`config.mk`:
```
export PLATFORM = sky130hd
export DESIGN_NAME = fsm_enc_top
export DESIGN_NICKNAME = d
export VERILOG_FILES = /design/src/rtl/fsm_enc_pkg.sv /design/src/rtl/fsm_enc_encode.sv /design/src/rtl/fsm_enc_decode.sv /design/src/rtl/fsm_enc_next.sv /design/src/rtl/fsm_enc_top.sv
export SDC_FILE = /design/constraint.sdc
export NUM_CORES = 1
export LEC_CHECK = 0
export CAP_MARGIN = 15
export CORE_AREA = 5 5 42 44
export DETAILED_ROUTE_END_ITERATION = 10
export DIE_AREA = 0 0 47 49
export DONT_BUFFER_PORTS = 1
export PLACE_DENSITY_LB_ADDON = 0.08
export REMOVE_ABC_BUFFERS = 1
export SLEW_MARGIN = 20
export SYNTH_ARGS = -nofsm -noshare
export SYNTH_HDL_FRONTEND = slang
export SYNTH_SLANG_ARGS = --single-unit
export TNS_END_PERCENT = 50
```
`constraint.sdc`:
```
create_clock -name clk -period 2.5 [get_ports clk]
set_input_delay 0.125 -clock clk [delete_from_list [all_inputs] [get_ports clk]]
set_output_delay 0.125 -clock clk [all_outputs]
set_load 0.005 [all_outputs]
```
`src/rtl/fsm_enc_pkg.sv`:
```
package fsm_enc_pkg;
  typedef enum logic [1:0] {
    ST_IDLE  = 2'd0,
    ST_RUN   = 2'd1,
    ST_PAUSE = 2'd2,
    ST_DONE  = 2'd3
  } state_e;

  localparam int ENC_BIN  = 0;
  localparam int ENC_HOT  = 1;
  localparam int ENC_GRAY = 2;

  function automatic int reg_width(input int enc);
    return (enc == ENC_HOT) ? 4 : 2;
  endfunction
endpackage

```
`src/rtl/fsm_enc_encode.sv`:
```
module fsm_enc_encode
  import fsm_enc_pkg::*;
#(
  parameter int ENC = ENC_GRAY,
  parameter int SW  = reg_width(ENC)
) (
  input  state_e          sym_i,
  output logic [SW-1:0]   code_o
);
  if (ENC == ENC_HOT) begin : g_hot
    always_comb begin
      code_o = '0;
      case (sym_i)
        ST_IDLE:  code_o = SW'(4'b0001);
        ST_RUN:   code_o = SW'(4'b0010);
        ST_PAUSE: code_o = SW'(4'b0100);
        ST_DONE:  code_o = SW'(4'b1000);
        default:  code_o = SW'(4'b0001);
      endcase
    end
  end else if (ENC == ENC_GRAY) begin : g_gray
    always_comb begin
      code_o = '0;
      case (sym_i)
        ST_IDLE:  code_o = SW'(2'b00);
        ST_RUN:   code_o = SW'(2'b01);
        ST_PAUSE: code_o = SW'(2'b11);
        ST_DONE:  code_o = SW'(2'b10);
        default:  code_o = SW'(2'b00);
      endcase
    end
  end else begin : g_bin
    always_comb begin
      code_o = '0;
      case (sym_i)
        ST_IDLE:  code_o = SW'(2'b00);
        ST_RUN:   code_o = SW'(2'b01);
        ST_PAUSE: code_o = SW'(2'b10);
        ST_DONE:  code_o = SW'(2'b11);
        default:  code_o = SW'(2'b00);
      endcase
    end
  end
endmodule

```
`src/rtl/fsm_enc_decode.sv`:
```
module fsm_enc_decode
  import fsm_enc_pkg::*;
#(
  parameter int ENC = ENC_GRAY,
  parameter int SW  = reg_width(ENC)
) (
  input  logic [SW-1:0] code_i,
  output state_e        sym_o,
  output logic          legal_o
);
  if (ENC == ENC_HOT) begin : g_hot
    always_comb begin
      legal_o = 1'b1;
      sym_o   = ST_IDLE;
      case (code_i)
        SW'(4'b0001): sym_o = ST_IDLE;
        SW'(4'b0010): sym_o = ST_RUN;
        SW'(4'b0100): sym_o = ST_PAUSE;
        SW'(4'b1000): sym_o = ST_DONE;
        default:      legal_o = 1'b0;
      endcase
    end
  end else if (ENC == ENC_GRAY) begin : g_gray
    always_comb begin
      legal_o = 1'b1;
      sym_o   = ST_IDLE;
      case (code_i)
        SW'(2'b00): sym_o = ST_IDLE;
        SW'(2'b01): sym_o = ST_RUN;
        SW'(2'b11): sym_o = ST_PAUSE;
        SW'(2'b10): sym_o = ST_DONE;
        default:    legal_o = 1'b0;
      endcase
    end
  end else begin : g_bin
    always_comb begin
      legal_o = 1'b1;
      sym_o   = ST_IDLE;
      case (code_i)
        SW'(2'b00): sym_o = ST_IDLE;
        SW'(2'b01): sym_o = ST_RUN;
        SW'(2'b10): sym_o = ST_PAUSE;
        SW'(2'b11): sym_o = ST_DONE;
        default:    legal_o = 1'b0;
      endcase
    end
  end
endmodule

```
`src/rtl/fsm_enc_next.sv`:
```
module fsm_enc_next
  import fsm_enc_pkg::*;
(
  input  state_e cur_i,
  input  logic   legal_i,
  input  logic   start_i,
  input  logic   pause_i,
  input  logic   resume_i,
  input  logic   finish_i,
  output state_e nxt_o
);
  always_comb begin
    nxt_o = cur_i;
    if (!legal_i) begin
      nxt_o = ST_IDLE;
    end else begin
      case (cur_i)
        ST_IDLE:  if (start_i) nxt_o = ST_RUN;
        ST_RUN: begin
          if (finish_i)     nxt_o = ST_DONE;
          else if (pause_i) nxt_o = ST_PAUSE;
        end
        ST_PAUSE: if (resume_i) nxt_o = ST_RUN;
        ST_DONE:  nxt_o = ST_IDLE;
        default:  nxt_o = ST_IDLE;
      endcase
    end
  end
endmodule

```
`src/rtl/fsm_enc_top.sv`:
```
module fsm_enc_top
  import fsm_enc_pkg::*;
#(
  parameter int ENC = ENC_GRAY,
  localparam int SW = reg_width(ENC)
) (
  input  logic          clk,
  input  logic          rst_n,
  input  logic          start_i,
  input  logic          pause_i,
  input  logic          resume_i,
  input  logic          finish_i,
  input  logic          load_en_i,
  input  logic [SW-1:0] load_val_i,
  output logic [SW-1:0] state_bits_o,
  output logic          idle_o,
  output logic          run_o,
  output logic          pause_o,
  output logic          done_o,
  output logic          bad_code_o,
  output logic          multi_flip_o
);
  state_e        cur_sym;
  state_e        nxt_sym;
  logic          cur_legal;
  logic [SW-1:0] state_q;
  logic [SW-1:0] state_d;
  logic [SW-1:0] nxt_code;
  logic [SW-1:0] idle_code;
  logic          flip_q;
  logic          flip_d;

  fsm_enc_decode #(.ENC(ENC), .SW(SW)) u_dec (
    .code_i (state_q),
    .sym_o  (cur_sym),
    .legal_o(cur_legal)
  );

  fsm_enc_next u_next (
    .cur_i   (cur_sym),
    .legal_i (cur_legal),
    .start_i (start_i),
    .pause_i (pause_i),
    .resume_i(resume_i),
    .finish_i(finish_i),
    .nxt_o   (nxt_sym)
  );

  fsm_enc_encode #(.ENC(ENC), .SW(SW)) u_enc (
    .sym_i (nxt_sym),
    .code_o(nxt_code)
  );

  fsm_enc_encode #(.ENC(ENC), .SW(SW)) u_enc_rst (
    .sym_i (ST_IDLE),
    .code_o(idle_code)
  );

  always_comb begin
    state_d = load_en_i ? load_val_i : nxt_code;
    flip_d  = ($countones(state_d ^ state_q) > 1);
  end

  always_ff @(posedge clk or negedge rst_n) begin
    if (!rst_n) begin
      state_q <= idle_code;
      flip_q  <= 1'b0;
    end else begin
      state_q <= state_d;
      flip_q  <= flip_d;
    end
  end

  assign state_bits_o = state_q;
  assign idle_o       = cur_legal && (cur_sym == ST_IDLE);
  assign run_o        = cur_legal && (cur_sym == ST_RUN);
  assign pause_o      = cur_legal && (cur_sym == ST_PAUSE);
  assign done_o       = cur_legal && (cur_sym == ST_DONE);
  assign bad_code_o   = !cur_legal;
  assign multi_flip_o = flip_q;
endmodule

```
==> results of run 1 <==
==> worst max-delay path: stages, from the launching register on <==
cell and delay [ns]:
dfrtp_1 0.45, inv_1 0.12, ha_1 0.34, nor2b_1 0.13, o21ai_0 0.14, nand2_1 0.09, o21ai_1 0.19, ha_1 0.18
nor2_1 0.07, o31ai_4 0.21, xnor2_1 0.15, nor2_1 0.06
==> logic make-up after synthesis <==
logic type	synth area share
xor gates and xnor gates	0.05535
AOI/OAI and AO/OA	0.1699
adders and majority gates	0.3162
and+or+nand+nor	0.1383
other	0.01185
DFF	0.2371
buffers and inverters	0.07114
==> state kept, by name, indices dropped and copies added (netlist names) <==
name          flops
state_bits_o      2
multi_flip_o      1
==> layout by cell type, fill, tap and decap left out <==
cell type	synthesis	routed
a21oi_1	1	1
buf_4	1	1
clkbuf_1	0	1
clkbuf_4	0	3
conb_1	1	1
dfrtp_1	3	3
dlygate4sd3_1	0	2
ha_1	8	8
inv_1	4	4
nand2_1	4	4
nor2_1	3	3
nor2b_1	1	1
nor3_1	1	1
nor4_1	1	1
o21a_1	1	1
o21ai_0	3	2
o21ai_1	1	2
o31ai_4	1	1
xnor2_1	2	2
==> through the flow <==
| step | std cells | hold WS (ns) | cell area, um^2 |
|---|---|---|---|
| floorplan | 35 | -0.1706 | 309.0 |
| global placement | 52 | -0.1705 | 336.6 |
| detailed placement | 52 | -0.1705 | 336.6 |
| CTS | 57 | 0.005139 | 372.9 |
| global route | 58 | 0.007666 | 382.9 |
| finish | 58 | 0.01258 | 382.9 |
==> timing repair <==
| item | in CTS | in global routing |
|---|---|---|
| setup endpoints to repair | 0 | 1 |
| gates resized for setup | 0 | 1 |
| endpoints found under the hold margin | 3 | 1 |
| hold buffers | 1 | 1 |
==> cell type report <==
cell class / count / area, um^2 / area share
sequential: 3 / 75.07 / 0.1961
multi-input combinational: 28 / 219.0 / 0.5719
clock buffer: 4 / 26.28 / 0.06863
inverter: 4 / 15.01 / 0.03922
tap: 16 / 20.02 / 0.05229
timing repair buffer: 3 / 27.53 / 0.07190
==> routing by layer <==
layer	vias up	part of all wire	track usage
li1	126	-	-
met4	0	0	0.02765
met3	0	0.16	0.05904
met2	15	0.41	0.08145
met5	-	0	0
met1	102	0.43	0.07269
==> power groups by stage <==
stage / Combinational [mW] / Sequential [mW] / Clock, mW
6_report: 0.237 / 0.0874 / 0.0833
2_1_floorplan: 0.184 / 0.0877 / 0
3_5_place_dp: 0.235 / 0.0890 / 0
5_1_grt: 0.271 / 0.0912 / 0.0994
3_3_place_gp: 0.230 / 0.0886 / 0
4_1_cts: 0.240 / 0.0883 / 0.0883
==> how the worst min path moves through the flow <==
stage | endpoint | slack, ns | depth (start not counted)
detailed placement | multi_flip_o | -0.17 | 0
global route | state_bits_o[0] | 0.008 | 1
finish | state_bits_o[0] | 0.01 | 1
global placement | multi_flip_o | -0.17 | 0
floorplan | multi_flip_o | -0.17 | 0
CTS | state_bits_o[1] | 0.005 | 1
==> impl_metrics.toml, run 1 <==
[setup_path]
path_max_fanout = 5
crit_start = "state_bits_o[0]"
r2r_start = "state_bits_o[0]"
worst-setup-path-type = "reg -> reg"
endpoint_kind = "register"
worst_r2r_endpoint = "multi_flip_o"
rrSetupSlack_ns = 0.26
arrival_ns = 2.35
rr_worst_depth = 11
worstSetupEndpoint = "multi_flip_o"
required_ns = 2.62
start_kind = "register"

[logic_synthesis]
synth_area_um2 = 316.6
netlist_top_cells_area = "ha_1 (32%), dfrtp_1 (24%), o31ai_4 (6.7%), xnor2_1 (5.5%), o21ai_0 (4.7%)"
yosys_most_used_dff = "dfrtp_1"
syn_inst = 36
async_flop_share = 1.000
yosysWarnings = 0
synth_top_cell_by_area = "ha_1"
synthTopCellsByCount = "ha_1 (8), inv_1 (4), nand2_1 (4)"
synth_cell_types = 16
ys_seq_area_frac = 0.2372
avgSynthCellArea_um2 = 8.793
synth-seq-cells = 3
synth_most_common_cell = "ha_1"
yosysTopAreaCellShare = 0.3162
synth_edf_count = 0

[detailed_routing]
avgViaCountPerCell = 4.190
routed_wl_um = 671
drt.antenna.violating_nets = 0
via_count = 243
avgRoutedWirePerCell_um = 11.57
drc = 0
first_iter_violations = 1
first_pass_iters = 3

[global_routing]
grt_overflow_total = 0
grt_max_degree = 6
antenna_found_initial = 0
grt_pass1_wl_um = 986
grt_pass1_vias = 251
grt_usage = 0.06413

[final_layout]
antenna_cells = 0
final_nets = 60
fin_util = 0.2732
syn_to_final_growth_pct = 20.95
fillers = 160
drive_above_1_share = 0.1190

[pwr]
pwr_density_cell_nw_per_um2 = 1066
p_switching_mw = 0.1800
internal-power_mw = 0.2280
seqPwrFrac = 0.214
p_leak_nw = 0.1844
clockPowerShare = 0.204
max-vdd-ir-drop_mv = 0.2349
power_switching_share = 0.4411
power_frac_comb = 0.582
finalPower_mw = 0.4080

[clock_tree]
numCtsBuffers = 3
clockBufferDepth = 2
cts_tree = "built"
clock_latency_ns = 0.23
cts_max_level = 1
post_cts_buffers = 0
path_clk_slew_ns = 0.04
root_buffer = "clkbuf_4"
cts.sink_count = 3

[floorplan]
die_y_um = 49
core_um2 = 1401
ios = 17
die_w_um = 47
die-area_um2 = 2303
placementRows = 14
start_util = 0.2259

[timing]
hold_viol = 0
finalCritPeriodShare = 0.8950
finalClockSkew_ns = 0.001689
grt_setup_unrepaired = "false"
setup_ws_ns = 0.2625
period_needed_ns = 2.238
fmax_mhz = 446.9
drv_slew = 0
setup_viol = 0
tns_ns = 0

[outcome]
outcome = "finished, final reports clean"

[worst_hold_path]
worstHoldPathType = "in -> reg"
hp-start = "load_en_i"

[place]
post-place-ws_ns = 0.1559
dp_hpwl_um = 566.2
finalWeightedCongestion = 0.6647
portBuffers = 0

[run]
cap_violations = 0
No activity file was read; power rests on OpenSTA's default activity.
==> run 2: changes to the inputs <==
CTS_BUF_LIST = sky130_fd_sc_hd__clkbuf_2 sky130_fd_sc_hd__clkbuf_4 sky130_fd_sc_hd__clkbuf_8   (was not set)
==> impl_metrics.toml, run 2 (synthesized netlist as in run 1, its figures left out) <==
[outcome]
outcome = "finished, final reports clean"

[clock_tree]
post_cts_buffers = 0
cts_tree = "built"
numCtsBuffers = 3
cts_max_level = 1
path_clk_slew_ns = 0.04
root_buffer = "clkbuf_4"
cts.sink_count = 3
clockBufferDepth = 2
clock_latency_ns = 0.23

[detailed_routing]
first_iter_violations = 0
avgViaCountPerCell = 4.172
wl_met2_um = 271
wl_met3_um = 105
routed_wl_um = 661
avgRoutedWirePerCell_um = 11.40
first_pass_iters = 1
top_layer = "met3"
via_count = 242
drt.antenna.violating_nets = 0
drt-met1-wl_um = 284
drc = 0

[setup_path]
rr_worst_depth = 11
crit_path_top_delay_cell = "dfrtp_1"
start_kind = "register"
endpoint_kind = "register"
cp_cell_sequence = "inv_1 -> ha_1 -> nor2b_1 -> o21ai_0 -> nand2_1 -> o21ai_1 -> ha_1 -> nor2_1 -> o31ai_4 -> xnor2_1 -> nor2_1"
path_max_fanout = 5
worst-setup-path-type = "reg -> reg"
r2r_start = "state_bits_o[0]"
worst_r2r_endpoint = "multi_flip_o"
rrSetupSlack_ns = 0.28
required_ns = 2.61
max_stage_delay_ns = 0.44
arrival_ns = 2.33

[place]
portBuffers = 0
placed_cells = 52
post-place-ws_ns = 0.1559
finalWeightedCongestion = 0.6647
dp_hpwl_um = 566.2

[final_layout]
syn_to_final_growth_pct = 22.13
fin_cells = 58
fillers = 162
drive_above_1_share = 0.1429
antenna_cells = 0
final_cell_mix = "ha_1 (8), inv_1 (4), nand2_1 (4), clkbuf_4 (4)"
largest_reg_flops = 2
final_common_cell = "ha_1"
final_nets = 60

[pwr]
max-vdd-ir-drop_mv = 0.2533
p_leak_nw = 0.1878
pwr_density_cell_nw_per_um2 = 1080

[timing]
timing.hold.ws_ns = 0.01563
drv_slew = 0
fmax_mhz = 450.3
hold_viol = 0
grt_setup_unrepaired = "false"
finalCritPeriodShare = 0.8882
setup_ws_ns = 0.2795
finalClockSkew_ns = 0.0005041
period_needed_ns = 2.220
setup_viol = 0
tns_ns = 0

[worst_hold_path]
holdPathStages = 1
hold_end = "state_bits_o[0]"
hp-start = "load_en_i"
worstHoldPathType = "in -> reg"

[floorplan]
die_w_um = 47
die-area_um2 = 2303
core_um2 = 1401
start_util = 0.2259
die_y_um = 49
ios = 17
placementRows = 14

[global_routing]
antenna_found_initial = 0
grt_max_degree = 6
grt_pass1_wl_um = 938
grt_usage = 0.05849
grt_pass1_vias = 244
grt_overflow_total = 0

[run]
cap_violations = 0
run 2: changes by cell type in the layout (fill, tap and decap cells not counted):
cell / change
clkbuf_4: +1
clkbuf_1: -1
run 2: worst max path at each step:
stage	start	endpoint
6_report	state_bits_o[0]	multi_flip_o
5_1_grt	state_bits_o[0]	multi_flip_o
4_1_cts	state_bits_o[0]	multi_flip_o
3_5_place_dp	state_bits_o[0]	multi_flip_o
3_3_place_gp	state_bits_o[0]	multi_flip_o
2_1_floorplan	state_bits_o[0]	multi_flip_o
run 2: power breakdown:
group | switching, mW | internal (mW) | total (mW)
Clock | 0.0233 | 0.0705 | 0.0938
Combinational | 0.136 | 0.101 | 0.237
Sequential | 0.0197 | 0.0669 | 0.0866
Total | 0.179 | 0.239 | 0.418
run 2: critical path, delay by kind of cell, from the launching register on:
| kind | cells | cell delay, ns |
|---|---|---|
| AO/OA/AOI/OAI | 3 | 0.54 |
| AND/OR/NAND/NOR | 4 | 0.35 |
| flip-flops | 1 | 0.44 |
| adder cells (fa/ha/maj) | 2 | 0.52 |
| buffers and inverters | 1 | 0.12 |
| XOR/XNOR | 1 | 0.15 |
run 2: through the flow:
step / power, mW / instance area (um^2) / utilization
finish: 0.4175 / 386.6 / 0.2759
detailed placement: 0.3245 / 336.6 / 0.2402
floorplan: 0.2716 / 309.0 / -
global route: 0.4704 / 386.6 / 0.2759
global placement: 0.3184 / 336.6 / 0.2402
CTS: 0.4259 / 376.6 / 0.2688
run 2: cell type report:
cell class	count	area [um^2]	area share
Clock buffer	4	30.03	0.07767
Timing Repair Buffer	3	27.53	0.07120
Inverter	4	15.01	0.03883
Sequential cell	3	75.07	0.1942
Tap cell	16	20.02	0.05178
Multi-Input combinational cell	28	219.0	0.5663
run 2: routing by layer:
| metal | vias up | global-route usage |
|---|---|---|
| met5 | - | 0 |
| met4 | 0 | 0 |
| met3 | 0 | 0.05904 |
| met2 | 15 | 0.07919 |
| met1 | 101 | 0.07048 |
| li1 | 126 | - |
run 2: timing repair:
action                     in CTS  in global routing
hold buffers                    1                  1
gates resized for setup         0                  1
setup endpoints to repair       0                  1
hold endpoints to repair        3                  1
